File: src/rtl/desKeyPkg.sv
package desKeyPkg;
  localparam int KEY_W   = 64;
  localparam int CD_W    = 56;
  localparam int HALF_W  = CD_W / 2;
  localparam int SUB_W   = 48;
  localparam int ROUNDS  = 16;
  localparam int RIDX_W  = $clog2(ROUNDS + 1);

  localparam int PC1_TAB [CD_W] = '{
    57, 49, 41, 33, 25, 17,  9,  1, 58, 50, 42, 34, 26, 18,
    10,  2, 59, 51, 43, 35, 27, 19, 11,  3, 60, 52, 44, 36,
    63, 55, 47, 39, 31, 23, 15,  7, 62, 54, 46, 38, 30, 22,
    14,  6, 61, 53, 45, 37, 29, 21, 13,  5, 28, 20, 12,  4};

  localparam int PC2_TAB [SUB_W] = '{
    14, 17, 11, 24,  1,  5,  3, 28, 15,  6, 21, 10,
    23, 19, 12,  4, 26,  8, 16,  7, 27, 20, 13,  2,
    41, 52, 31, 37, 47, 55, 30, 40, 51, 45, 33, 48,
    44, 49, 39, 56, 34, 53, 46, 42, 50, 36, 29, 32};

  typedef struct packed {
    logic       takeKey;   // source the round from the held key
    logic       step;      // update working halves and subkey
    logic       rotRight;  // reverse-order rotation
    logic [1:0] rotAmt;    // 0, 1 or 2 positions
  } ctlStrobe_t;

  function automatic logic [CD_W-1:0] choice1(input logic [KEY_W-1:0] k);
    logic [CD_W-1:0] o;
    for (int i = 0; i < CD_W; i++) o[CD_W-1-i] = k[KEY_W-PC1_TAB[i]];
    return o;
  endfunction

  function automatic logic [SUB_W-1:0] choice2(input logic [CD_W-1:0] cd);
    logic [SUB_W-1:0] o;
    for (int i = 0; i < SUB_W; i++) o[SUB_W-1-i] = cd[CD_W-PC2_TAB[i]];
    return o;
  endfunction
endpackage

File: src/rtl/desKeyCtl.sv
module desKeyCtl
  import desKeyPkg::*;
(
  input  logic              clk,
  input  logic              rst,
  input  logic              start,
  input  logic              decrypt,
  output ctlStrobe_t        ctl,
  output logic [RIDX_W-1:0] roundIdx,
  output logic              valid
);
  logic              modeRev;
  logic [RIDX_W-1:0] nextRound;
  logic              dirNext;
  logic              running;

  assign running = valid && (roundIdx < RIDX_W'(ROUNDS));

  function automatic logic [1:0] stepSize(input logic rev, input logic [RIDX_W-1:0] r);
    logic single;
    single = (r == RIDX_W'(1)) || (r == RIDX_W'(2)) ||
             (r == RIDX_W'(9)) || (r == RIDX_W'(ROUNDS));
    if (rev && r == RIDX_W'(1)) return 2'd0;
    return single ? 2'd1 : 2'd2;
  endfunction

  always_comb begin
    nextRound    = start ? RIDX_W'(1) : roundIdx + RIDX_W'(1);
    dirNext      = start ? decrypt : modeRev;
    ctl.takeKey  = start;
    ctl.step     = start || running;
    ctl.rotRight = dirNext;
    ctl.rotAmt   = stepSize(dirNext, nextRound);
  end

  always_ff @(posedge clk) begin
    if (rst) begin
      roundIdx <= '0;
      valid    <= 1'b0;
      modeRev  <= 1'b0;
    end else if (start) begin
      roundIdx <= RIDX_W'(1);
      valid    <= 1'b1;
      modeRev  <= decrypt;
    end else if (running) begin
      roundIdx <= nextRound;
    end else begin
      valid    <= 1'b0;
    end
  end
endmodule

File: src/rtl/desKeyPath.sv
module desKeyPath
  import desKeyPkg::*;
(
  input  logic             clk,
  input  logic             rst,
  input  logic [KEY_W-1:0] keyIn,
  input  logic             loadKey,
  input  ctlStrobe_t       ctl,
  output logic [SUB_W-1:0] subKey
);
  logic [KEY_W-1:0] keyHeld;
  logic [CD_W-1:0]  work;
  logic [CD_W-1:0]  srcCd;
  logic [CD_W-1:0]  rotCd;

  function automatic logic [HALF_W-1:0] rotHalf(input logic [HALF_W-1:0] h,
                                                input logic right,
                                                input logic [1:0] amt);
    logic [HALF_W-1:0] l1, l2, r1, r2;
    l1 = {h[HALF_W-2:0], h[HALF_W-1]};
    l2 = {h[HALF_W-3:0], h[HALF_W-1:HALF_W-2]};
    r1 = {h[0], h[HALF_W-1:1]};
    r2 = {h[1:0], h[HALF_W-1:2]};
    case (amt)
      2'd1:    return right ? r1 : l1;
      2'd2:    return right ? r2 : l2;
      default: return h;
    endcase
  endfunction

  // source mux: freshly held key or the running halves
  assign srcCd = ctl.takeKey ? choice1(keyHeld) : work;

  generate
    for (genvar g = 0; g < 2; g++) begin : gHalf
      assign rotCd[g*HALF_W +: HALF_W] =
        rotHalf(srcCd[g*HALF_W +: HALF_W], ctl.rotRight, ctl.rotAmt);
    end
  endgenerate

  always_ff @(posedge clk) begin
    if (rst) keyHeld <= '0;
    else if (loadKey) keyHeld <= keyIn;
  end

  always_ff @(posedge clk) begin
    if (rst) begin
      work   <= '0;
      subKey <= '0;
    end else if (ctl.step) begin
      work   <= rotCd;
      subKey <= choice2(rotCd);
    end
  end
endmodule

File: src/rtl/des_subkey_gen.sv
module des_subkey_gen
  import desKeyPkg::*;
(
  input  logic              clk,
  input  logic              rst,
  input  logic [KEY_W-1:0]  keyIn,
  input  logic              loadKey,
  input  logic              start,
  input  logic              decrypt,
  output logic [SUB_W-1:0]  subKey,
  output logic              subKeyValid,
  output logic [RIDX_W-1:0] roundIdx,
  output logic              lastRound
);
  ctlStrobe_t ctl;

  desKeyCtl uCtl (
    .clk(clk), .rst(rst), .start(start), .decrypt(decrypt),
    .ctl(ctl), .roundIdx(roundIdx), .valid(subKeyValid)
  );

  desKeyPath uPath (
    .clk(clk), .rst(rst), .keyIn(keyIn), .loadKey(loadKey),
    .ctl(ctl), .subKey(subKey)
  );

  assign lastRound = subKeyValid && (roundIdx == RIDX_W'(ROUNDS));
endmodule

File: config.mk
export PLATFORM = sky130hd
export DESIGN_NAME = des_subkey_gen
export DESIGN_NICKNAME = d
export VERILOG_FILES = /design/src/rtl/desKeyPkg.sv /design/src/rtl/desKeyCtl.sv /design/src/rtl/desKeyPath.sv /design/src/rtl/des_subkey_gen.sv
export SDC_FILE = /design/constraint.sdc
export NUM_CORES = 1
export LEC_CHECK = 0
export BUFFER_PORTS_ARGS = -buffer_cell sky130_fd_sc_hd__clkbuf_2
export CAP_MARGIN = 20
export CORE_MARGIN = 5
export CORE_UTILIZATION = 30
export CTS_BUF_LIST = sky130_fd_sc_hd__clkbuf_8
export CTS_CLUSTER_DIAMETER = 40
export DETAILED_ROUTE_END_ITERATION = 16
export PLACE_DENSITY = 0.57
export REMOVE_ABC_BUFFERS = 1
export SYNTH_ARGS = -nofsm -noshare
export SYNTH_HDL_FRONTEND = slang
export SYNTH_SLANG_ARGS = --single-unit
File: constraint.sdc
create_clock -name clk -period 3.1 [get_ports clk]
set_input_delay 0.62 -clock clk [delete_from_list [all_inputs] [get_ports clk]]
set_output_delay 0.62 -clock clk [all_outputs]
set_load 0.02 [all_outputs]
Word-level counts from Yosys, hierarchy flattened
Index checks and enable logic that the tools add are counted.
{ "op_classes": {"addsub": 1, "n_lt_le_gt_ge": 1, "eq_ne": 8, "mux": 17, "reduce_logical": 9} }
{ "ops": {"columns": ["cell", "n"], "rows": [
  ["28-bit two-way mux", 4],
  ["28-bit case mux with 2 select lines", 2],
  ["56-bit two-way mux", 1],
  ["5-bit equality test, second input constant", 2],
  ["1-bit two-way mux", 6],
  ["2-bit two-way mux", 3],
  ["5-bit by 1-bit adder with 5-bit output, second input constant", 1],
  ["5-bit by 1-bit equality test with 1-bit output, second input constant", 1],
  ["5-bit by 2-bit equality test with 1-bit output, second input constant", 1],
  ["5-bit by 4-bit equality test with 1-bit output, second input constant", 1],
  ["5-bit < comparator, second input constant", 1],
  ["5-bit two-way mux", 1],
  ["1-bit logical OR", 4],
  ["1-bit logical AND", 3],
  ["2-bit by 1-bit equality test with 1-bit output, second input constant", 1],
  ["2-bit equality test, second input constant", 1],
  ["2-bit != test, second input constant", 1],
  ["2-bit nonzero test", 1],
  ["2-bit OR reduction", 1]
]} }
{ "word_totals": {"ff_bits": 175, "in_bits": 69, "output_inout_bits": 55} }

Depth between registers and ports, before layout
Gate-level depths: netlist of run 1.
{ "depth": {"depth_word": 10, "mapped_depth": 11, "depth_no_buf": 8} }

Cells and area by module
From an unflattened synthesis of run 1, not the netlist that was laid out.
{ "hier_totals": {"cells_unflattened": 863, "area_unflattened_um2": 7749.9} }
{ "modules_own_cells": {"columns": ["module", "n_inst", "cells_each", "area_per_inst_um2"], "rows": [
  ["desKeyPath", 1, 812, 7300.8],
  ["desKeyCtl", 1, 49, 427.9],
  ["des_subkey_gen", 1, 2, 21.3]
]} }

Worst setup path before layout of run 1
Ideal clock, no wire load.
{ "synth_path": {"path_kind": "flip-flop to flip-flop", "start": "reg uCtl.roundIdx[0]", "end": "reg uPath.subKey[43]", "setup_time_ps": 127, "arrival_ps": 2212, "t_required_ps": 2973, "path_slack_ps": 761, "stages_incl_launch_ff": 12, "n_path_buf": 3, "synth_period_minus_slack_ps": 2339, "cell_sequence": "dfxtp_1 > inv_1 > ha_1 > xnor2_1 > xnor2_1 > a31o_1 > nand2b_4 > buf_6 > buf_6 > buf_2 > a21oi_1 > o211ai_1"} }
{ "synth_via": {"elab_chain_len": 10, "elab_cells_between_ends": 19, "classes_between": "add/sub (1); order compare (1); eq/ne (6); mux (5); reduce/logical (6)"} }
{ "synth_lines": {"columns": ["element", "line", "source"], "rows": [
  ["start, declared", "desKeyCtl.sv:9", "output logic [RIDX_W-1:0] roundIdx,"],
  ["start signal, assigned", "desKeyCtl.sv:46", "roundIdx <= nextRound;"],
  ["5-bit by 1-bit adder with 5-bit output", "desKeyCtl.sv:28", "nextRound = start ? RIDX_W'(1) : roundIdx + RIDX_W'(1);"],
  ["5-bit two-way mux", "desKeyCtl.sv:28", null],
  ["5-bit by 1-bit equality test with 1-bit output / 5-bit by 2-bit equality test with 1-bit output (equally long branches)", "desKeyCtl.sv:21, desKeyCtl.sv:23", null],
  ["1-bit logical OR (2 in series)", "desKeyCtl.sv:21", "single = (r == RIDX_W'(1)) || (r == RIDX_W'(2)) ||"],
  ["1-bit logical OR", "desKeyCtl.sv:22", "(r == RIDX_W'(9)) || (r == RIDX_W'(ROUNDS));"],
  ["2-bit two-way mux (2 in series)", "desKeyCtl.sv:24", "return single ? 2'd1 : 2'd2;"],
  ["2-bit equality test / 2-bit by 1-bit equality test with 1-bit output (equally long branches)", "desKeyPath.sv:24", "case (amt)"],
  ["28-bit case mux with 2 select lines", "desKeyPath.sv:24", null],
  ["end signal, assigned", "desKeyPath.sv:52", "subKey <= choice2(rotCd);"],
  ["end, declared", "desKeyPath.sv:9", "output logic [SUB_W-1:0] subKey"]
]} }
Parallel ways exist; a longest one is shown, timed or not.
A chain may end at the register's enable or synchronous reset.

Worst setup path after layout of run 1
{ "layout_path": {"start": "reg uCtl.roundIdx[0]", "end": "reg uPath.work[9]"} }
{ "layout_via": {"elab_chain_len": 10, "elab_cells_between_ends": 19, "classes_between": "add/sub (1); order compare (1); eq/ne (6); mux (5); reduce/logical (6)"} }
{ "layout_lines": {"columns": ["element", "line", "source"], "rows": [
  ["5-bit by 1-bit adder with 5-bit output", "desKeyCtl.sv:28", null],
  ["5-bit two-way mux", "desKeyCtl.sv:28", null],
  ["5-bit by 1-bit equality test with 1-bit output / 5-bit by 2-bit equality test with 1-bit output (equally long branches)", "desKeyCtl.sv:21, desKeyCtl.sv:23", null],
  ["1-bit logical OR (2 in series)", "desKeyCtl.sv:21", null],
  ["1-bit logical OR", "desKeyCtl.sv:22", null],
  ["2-bit two-way mux (2 in series)", "desKeyCtl.sv:24", null],
  ["2-bit equality test / 2-bit by 1-bit equality test with 1-bit output (equally long branches)", "desKeyPath.sv:24", null],
  ["28-bit case mux with 2 select lines", "desKeyPath.sv:24", null],
  ["end signal, assigned", "desKeyPath.sv:51", "work <= rotCd;"],
  ["end, declared", "desKeyPath.sv:12", "logic [CD_W-1:0] work;"]
]} }
Parallel ways exist; a longest one is shown, timed or not.

==> results of run 1 <==
power breakdown:
part	switching [mW]	internal, mW
logic	0.626	0.393
registers	0.148	1.66
clock network	0.629	1.01
final cells by class:
cell class | count | area [um^2]
clock buffer | 20 | 275
clock inverter | 12 | 181
fill | 2338 | 14700
inverter | 2 | 7.51
multi-input combinational | 651 | 3820
sequential | 119 | 2380
tap | 285 | 357
timing repair buffer | 150 | 878
cells in the mapped netlist (3+ instances only):
master,count
o221ai_1,5
nand2b_1,18
a21oi_1,47
o21ai_0,16
buf_6,4
a211oi_1,5
nor2b_1,9
o211ai_1,32
clkbuf_1,44
mux2i_1,61
buf_2,17
o22ai_1,93
dfxtp_1,119
buf_4,50
nor2_1,165
o32ai_1,16
or3_1,11
a2111oi_2,3
nor4_1,34
xor2_1,4
a31oi_1,9
buf_1,9
nor3_1,5
a2111oi_1,5
xnor2_1,4
nand2_1,86
through the flow:
step,setup WS [ps],hold slack [ps],setup TNS [ps],total power [mW]
floorplan,-293,475,-10000,2.42
global placement,609,490,0,2.84
detailed placement,541,494,0,2.85
CTS,518,383,0,4.50
global route,270,398,0,4.69
finish,510,406,0,4.46
cells by family after synthesis:
kind of cell | after synthesis | share of synthesized area (%)
XOR/XNOR | 8 | 1.01
AND/OR/NAND/NOR | 339 | 21.8
adder cells (fa/ha/maj) | 2 | 0.362
AO/OA/AOI/OAI | 241 | 23.1
flip-flops | 119 | 34.5
buffers and inverters | 127 | 10.4
multiplexers | 61 | 8.84
final timing paths:
kind                                          to  depth (start not counted)  slack (ps)              from
worst min-delay path            uPath.keyHeld[1]                          3         410          keyIn[1]
worst max register to register     uPath.work[9]                          9         510  uCtl.roundIdx[0]
worst min register to register    uPath.work[18]                          2         510    uPath.work[18]
worst max-delay path               uPath.work[9]                          9         510  uCtl.roundIdx[0]
metal layers:
metal | GRT usage [%] | vias up | wire length, um
li1 | - | 3320 | -
met2 | 26.2 | 272 | 10200
met1 | 22.8 | 3206 | 10400
met4 | 6.23 | 0 | 465
met5 | 0 | - | 0
met3 | 4.52 | 30 | 1700
worst max-delay path: stages, from the launching register on:
cell,delay (ps)
dfxtp_1,420
inv_1,100
ha_1,340
xnor2_1,180
xnor2_1,130
a31o_1,210
nand2b_4,310
buf_12,260
a21oi_1,90
a2111oi_0,390
layout by cell type, fill, tap and decap left out, types with 20 or more instances in the layout:
cell type,count
mux2i_1,61
o211ai_1,32
nor2_1,164
o22ai_1,93
dfxtp_1,119
buf_4,33
clkbuf_8,20
nor4_1,34
clkbuf_2,114
nand2_1,85
a21oi_1,46
state kept, by name (all words and copies together) (netlist names):
| register | count |
|---|---|
| uPath.work | 55 |
| uPath.subKey | 1 |
| uCtl.modeRev | 1 |
| uCtl.roundIdx | 5 |
| uCtl.valid | 1 |
| uPath.keyHeld | 56 |
==> results_dict.tcl, run 1 <==
set metrics [dict create \
    status "finished, final reports clean" \
    post_cts_buffers 0 \
    place_hpwl_mm 15.6 \
    start_kind "flip-flop" \
    fin_crit_sh_pct 83.6 \
    stdcell_area_um2 7900 \
    ctsHoldBuffers 0 \
    antenna_found_initial 0 \
    cts_sinks 119 \
    pin_count 124 \
    drt_pass1_iterations 6 \
    synth_area_um2 6910 \
    cts_tree "done" \
    cts_max_level 4 \
    synth_top_cell_area_share_pct 34.5 \
    yosysWarnings 0 \
    cp-end-kind "flip-flop" \
    rsz0062_at_grt "false" \
    die-area_um2 26200 \
    wl_per_cell_um 18.3 \
    final_nets 1012 \
    drc 0 \
    core_area_um2 22600 \
    arrival_ps 2910 \
    finalSetupViolations 0 \
    slew_headroom_pct 35.2 \
    ys_async_sr_fraction_pct 0 \
    max_freq_mhz 386 \
    grt_use_total_pct 17.0 \
    min_period_ps 2590 \
    vias 6828 \
    worstMarginPinSlew_ps 972 \
    rows 55 \
    holdCritPathClass "input pin to flip-flop" \
    finalNonFillerCells 1239 \
    grt_max_degree 60 \
    drt_iter0_markers 596 \
    yosysTopAreaCell "dfxtp_1" \
    numPortBuffers 115 \
    synth-seq-cells 119 \
    placed_cell_area_um2 7450 \
    cts.root.buffer_cell "clkbuf_8" \
    n_antenna_cell 0 \
    synth_cells 897 \
    die_w_um 162 \
    final_util_pct 34.9 \
    critPathMaxFanout 41 \
    hold_viol 0 \
    ir_worst_vdd_mv 0.264 \
    vias_per_cell 5.51 \
    yosys-top-cells-area "dfxtp_1 34%, nor2_1 9.0%, mux2i_1 8.8%, o22ai_1 8.4%, buf_4 5.4%" \
    drive_gt1_share_pct 20.2 \
    synthFlopType "dfxtp_1" \
    ys_seq_area_share_pct 34.5 \
    final_antenna_net_count 0 \
    maxCapViolations 0 \
    wirelength_mm 22.7 \
    placed_cells 1207 \
    post_cts_resized 0 \
    final.setup_skew_ps 14.2 \
    synth.avg_cell_area_um2 7.70 \
    clock_latency_ps 450 \
    synth_edf_count 0 \
    cellPowerDensity_nw_per_um2 565 \
    grt_overflow 0 \
    die_h_um 162 \
    grt_pass1_vias 6482 \
    grt_pass1_wl_mm 36.2 \
    worstSetupPathType "flip-flop to flip-flop" \
    cellLeakagePower_nw 3.25 \
    place_congestion 0.832 \
    numCtsBuffers 17 \
    cts.reportedPaths.clkPinSlew_ps 70 \
    cp.required_ps 3420 \
    cts.path.max_buffers 2 \
    areaGrowthSynthToFinish_pct 14.4 \
    initial_core_util_pct 30.5 \
    final_max_slew_viol_count 0 \
    ys_types 46 \
]
Power figures use the tool's default switching activity.
==> run 2, diff against run 1 <==
==> constraint.sdc (replaced) <==
create_clock -name clk -period 2.5 [get_ports clk]
set_input_delay 0.5 -clock clk [delete_from_list [all_inputs] [get_ports clk]]
set_output_delay 0.5 -clock clk [all_outputs]
set_load 0.02 [all_outputs]
==> run 2 against run 1 <==
Against the previous run:
- non-clock buffer count rose by 6
- clock power up 16%
- setup slack worse by 390 ps
- count of clock-buffer cells in the layout is 2 higher
- via count down 0.76%
- critical path type unchanged
- critical endpoint is now uPath.work[6]
- largest cell class unchanged
- largest power group unchanged
- highest routed layer unchanged
==> results_dict.tcl, run 2 (synthesized netlist as in run 1, its figures left out) <==
set metrics [dict create \
    cts_max_level 4 \
    grt_pass1_wl_mm 35.7 \
    power_switching_mw 1.77 \
    cts_sinks 119 \
    crit_chain "buf_4 -> ha_1 -> and3_1 -> xnor2_1 -> a31o_1 -> nand2b_4 -> buf_4 -> buf_4 -> or3_1 -> a31oi_1" \
    min_from "keyIn[51]" \
    die_h_um 162 \
    status "finished, final reports clean" \
    cellLeakagePower_nw 3.29 \
    cp_slowest_cell "dfxtp_1" \
    arrival_ps 2770 \
    wirelength_mm 22.6 \
    rr_worst_depth 10 \
    cp.required_ps 2890 \
    grt_pass1_vias 6441 \
    cts_tree "done" \
    slowest_delay_ps 310 \
    die-area_um2 26200 \
    final_cell_mix "164 x nor2_1, 119 x dfxtp_1, 114 x clkbuf_2" \
    rsz0062_at_grt "false" \
    hold_ws_ps 266 \
    die_w_um 162 \
    final_antenna_net_count 0 \
    pin_count 124 \
    drt_pass1_iterations 5 \
    largest_reg_flops 56 \
    final_nets 1018 \
    placed_cell_area_um2 7550 \
    min_period_ps 2380 \
    ir_worst_vdd_mv 0.305 \
    wl_per_cell_um 18.1 \
    numPortBuffers 115 \
    place_congestion 0.849 \
    final.setup_skew_ps 14.7 \
    min_to "uPath.keyHeld[51]" \
    pwr-share-clk_pct 35.0 \
    finalNonFillerCells 1245 \
    maxCapViolations 0 \
    cellPowerDensity_nw_per_um2 681 \
    p_int_mw 3.68 \
    place_hpwl_mm 15.9 \
    timing.rr.end "uPath.work[6]" \
    top_regs "uPath.keyHeld: 56 flops, uPath.work: 55 flops, uCtl.roundIdx: 5 flops" \
    drive_gt1_share_pct 21.0 \
    cts.reportedPaths.clkPinSlew_ps 80 \
    worstMarginPinSlew_ps 1050 \
    switching_share_pct 32.4 \
    holdCritPathClass "input pin to flip-flop" \
    drt_iter0_markers 612 \
    start_kind "flip-flop" \
    path_delay_family "simple AND/OR/NAND/NOR gates" \
    cp-end-kind "flip-flop" \
    holdPathStages 3 \
    final_max_slew_viol_count 0 \
    grt_max_degree 80 \
    critPathMaxFanout 12 \
    grt_use_total_pct 16.8 \
    cts.root.buffer_cell "clkbuf_8" \
    crit_top_cell "buf_4" \
    hold_viol 0 \
    power_frac_comb_pct 23.8 \
    worstSetupPathType "flip-flop to flip-flop" \
    r2r_start "uCtl.roundIdx[0]" \
    clock_latency_ps 460 \
    n_antenna_cell 0 \
    cts.path.max_buffers 2 \
    p_seq_share_pct 41.1 \
    final_util_pct 35.3 \
    grt_overflow 0 \
    numCtsBuffers 17 \
    vias_per_cell 5.44 \
    mostFrequentLayoutCell "nor2_1" \
    rows 55 \
    drc 0 \
    antenna_found_initial 0 \
    areaGrowthSynthToFinish_pct 15.7 \
    fin_crit_sh_pct 95.0 \
    regMostFlops "uPath.keyHeld" \
    initial_core_util_pct 30.5 \
    vias 6776 \
    max_freq_mhz 421 \
    slew_headroom_pct 29.9 \
    r2r_slack_ps 120 \
    crit_buf_inv 3 \
    placed_cells 1213 \
    ctsHoldBuffers 0 \
    stdcell_area_um2 7990 \
    finalSetupViolations 0 \
    core_area_um2 22600 \
]
run 2: cell types whose count changed in the layout (fill, tap and decap cells not counted):
cell / previous run / this run
clkinvlp_4: 0 / 1
buf_12: 3 / 8
a21o_1: 1 / 0
clkbuf_8: 20 / 22
a2111oi_0: 1 / 0
a2111oi_2: 3 / 4
inv_1: 5 / 4
bufinv_16: 5 / 3
buf_6: 0 / 1
a21o_2: 0 / 1
run 2: how the worst max path moves through the flow:
stage,cells past startpoint,from,slack (ps),end
global route,9,uCtl.roundIdx[0],0.06,uPath.work[34]
floorplan,4,start,-770,uPath.work[45]
global placement,10,uCtl.roundIdx[0],180,uPath.work[6]
finish,10,uCtl.roundIdx[0],120,uPath.work[6]
detailed placement,9,uCtl.roundIdx[0],140,uPath.work[29]
CTS,9,uCtl.roundIdx[0],110,uPath.work[29]
run 2: cell type report:
type	instances	area, um^2
timing repair buffer	156	990
sequential	119	2380
clock buffer	22	303
tap	285	357
fill	2373	14600
inverter	2	7.51
clock inverter	10	125
multi-input combinational	651	3830
run 2: power by group through the flow:
stage	Sequential [mW]	Combinational, mW	Clock (mW)
floorplan	2.34	0.668	0
global placement	2.27	1.28	0
detailed placement	2.28	1.29	0
CTS	2.24	1.30	1.95
global route	2.26	1.43	2.03
finish	2.24	1.30	1.91
run 2: stage by stage:
stage	worst slack, ps	power, mW	TNS, ps
2_1_floorplan	-773	3.00	-38510
3_3_place_gp	178	3.56	0
3_5_place_dp	136	3.57	0
4_1_cts	114	5.49	0
5_1_grt	0.0568	5.72	0
6_report	124	5.45	0
run 2: timing repair:
action / 4_1_cts / 5_1_grt
buffers inserted: 0 / 0
resized for setup: 0 / 4
setup endpoints to repair: 0 / 5
run 2: worst min-delay path, cell delays in order:
cell,delay [ps]
clkbuf_2,70
mux2i_1,50
nor2_1,70
run 2: metal layers:
layer / up-vias / wire [um] / GRT usage (%)
met1: 3179 / 10500 / 22.5
met3: 37 / 1470 / 4.80
li1: 3324 / - / -
met2: 236 / 10100 / 25.8
met4: 0 / 529 / 6.31
met5: - / 0 / 0
==> run 3, diff against run 2 <==
--- a/config.mk
+++ b/config.mk
@@ -13,7 +13,6 @@
 export CTS_CLUSTER_DIAMETER = 40
 export DETAILED_ROUTE_END_ITERATION = 16
 export PLACE_DENSITY = 0.57
-export REMOVE_ABC_BUFFERS = 1
 export SYNTH_ARGS = -nofsm -noshare
 export SYNTH_HDL_FRONTEND = slang
 export SYNTH_SLANG_ARGS = --single-unit
==> run 3 against run 2 <==
Against the previous run:
- final area up 1.7%
- sequential cell count stayed put
- total power is 3.2% higher
- critical path type unchanged
- highest routed layer unchanged
==> results_dict.tcl, run 3 (synthesized netlist as in run 1, its figures left out) <==
set metrics [dict create \
    timing.rr.end "uPath.work[51]" \
    final_nets 1018 \
    core_area_um2 22600 \
    min_to "uPath.keyHeld[20]" \
    mostFrequentLayoutCell "nor2_1" \
    rr_worst_depth 9 \
    crit_chain "buf_4 -> ha_1 -> and3_1 -> xnor2_1 -> a31o_2 -> nand2b_4 -> clkbuf_16 -> or3_1 -> a31oi_1" \
    cts_max_level 4 \
    slew_headroom_pct 61.1 \
    place_hpwl_mm 17.1 \
    r2r_slack_ps 130 \
    n_antenna_cell 0 \
    finalSetupViolations 0 \
    final_max_slew_viol_count 0 \
    final_antenna_net_count 0 \
    vias 6934 \
    grt_pass1_wl_mm 37.4 \
    cts.root.buffer_cell "clkbuf_8" \
    crit_buf_inv 2 \
    cts_tree "done" \
    worstSetupPathType "flip-flop to flip-flop" \
    hold_viol 0 \
    min_from "keyIn[20]" \
    critPathMaxFanout 22 \
    wirelength_mm 24.0 \
    post_cts_buffers 0 \
    holdCritPathClass "input pin to flip-flop" \
    cp.required_ps 2860 \
    drt_iter0_markers 924 \
    rsz0062_at_grt "false" \
    placed_cells 1212 \
    ir_worst_vdd_mv 0.346 \
    largest_reg_flops 56 \
    numCtsBuffers 17 \
    wl_per_cell_um 19.3 \
    cts_sinks 119 \
    cts.path.max_buffers 2 \
    cp-end-kind "flip-flop" \
    maxCapViolations 0 \
    die_h_um 162 \
    rows 55 \
    pin_count 124 \
    place_congestion 0.857 \
    start_kind "flip-flop" \
    cellLeakagePower_nw 3.32 \
    drt_pass1_iterations 6 \
    arrival_ps 2740 \
    fin_crit_sh_pct 95.0 \
    numPortBuffers 115 \
    cp_slowest_cell "or3_1" \
    r2r_start "uCtl.roundIdx[0]" \
    worstMarginPinSlew_ps 581 \
    top_regs "uPath.keyHeld: 56 flops, uPath.work: 55 flops, uCtl.roundIdx: 5 flops" \
    ctsHoldBuffers 0 \
    grt_max_degree 45 \
    drc 0 \
    drive_gt1_share_pct 21.7 \
    clock_latency_ps 440 \
    status "finished, final reports clean" \
    initial_core_util_pct 30.5 \
    areaGrowthSynthToFinish_pct 17.7 \
    holdPathStages 3 \
    final_cell_mix "164 x nor2_1, 118 x dfxtp_1, 114 x clkbuf_2" \
    path_delay_family "simple AND/OR/NAND/NOR gates" \
    cts.reportedPaths.clkPinSlew_ps 80 \
    antenna_found_initial 0 \
    final.setup_skew_ps 17.2 \
    fin_setup_tns_ps 0 \
    die_w_um 162 \
    cellPowerDensity_nw_per_um2 691 \
    die-area_um2 26200 \
    max_freq_mhz 421 \
    slowest_delay_ps 380 \
    min_period_ps 2370 \
    post_cts_resized 0 \
    grt_pass1_vias 6481 \
    synth_fp_nets 968 \
    finalNonFillerCells 1245 \
    grt_use_total_pct 17.8 \
    vias_per_cell 5.57 \
    regMostFlops "uPath.keyHeld" \
    grt_overflow 0 \
]
==> run 3: cell count changes in the layout (fill, tap and decap cells not counted), sizes merged <==
cell      change
inv           -2
clkinvlp      +2
bufinv        +1
buf           -1
==> run 3: worst max path at each step <==
stage	start	endpoint	slack (ps)	depth (start not counted)
5_1_grt	uCtl.roundIdx[0]	uPath.work[42]	10	9
6_report	uCtl.roundIdx[0]	uPath.work[51]	130	9
3_3_place_gp	uCtl.roundIdx[1]	uPath.work[34]	80	9
4_1_cts	uCtl.roundIdx[1]	uPath.work[34]	30	9
3_5_place_dp	uCtl.roundIdx[1]	uPath.work[34]	90	9
2_1_floorplan	uCtl.roundIdx[0]	uPath.subKey[43]	160	11
==> run 3: power breakdown <==
| part | total (mW) | internal (mW) | switching (mW) | leakage [nW] |
|---|---|---|---|---|
| clock network | 2.02 | 1.19 | 0.823 | 0.224 |
| registers | 2.24 | 2.06 | 0.187 | 0.983 |
| logic | 1.36 | 0.539 | 0.821 | 2.11 |
==> run 3: area by class of cell <==
class                   instances  area [um^2]
fillers                      2379        14500
clock inverters                11          170
flip-flops and latches        119         2380
clock buffers                  21          289
inverters                       2         7.51
repair buffers                156         1070
well taps                     285          357
multi-input cells             651         3860
==> run 3: metal layers <==
metal  share of wire [%]  up-vias  GRT usage (%)
met3                 8.3       22           4.39
met1                  46     3256           25.3
li1                    -     3338              -
met4                 1.6        0           4.38
met5                   0        -              0
met2                  44      318           27.0
==> run 3: tightest hold or removal path, stage by stage <==
cell and delay [ps]:
clkbuf_2 80, mux2i_1 50, nor2_1 70
==> run 3: stage by stage <==
| step | hold WS, ps | instance area (um^2) | worst slack [ps] | util [%] | total power, mW |
|---|---|---|---|---|---|
| after global routing | 272 | 8130 | 11.4 | 35.9 | 5.89 |
| after global placement | 488 | 7610 | 83.6 | 33.6 | 3.60 |
| after floorplan | 466 | 6910 | 161 | - | 3.22 |
| after CTS | 268 | 8070 | 34.1 | 35.6 | 5.63 |
| after detailed placement | 493 | 7610 | 88.2 | 33.6 | 3.61 |
| final | 294 | 8130 | 125 | 35.9 | 5.62 |
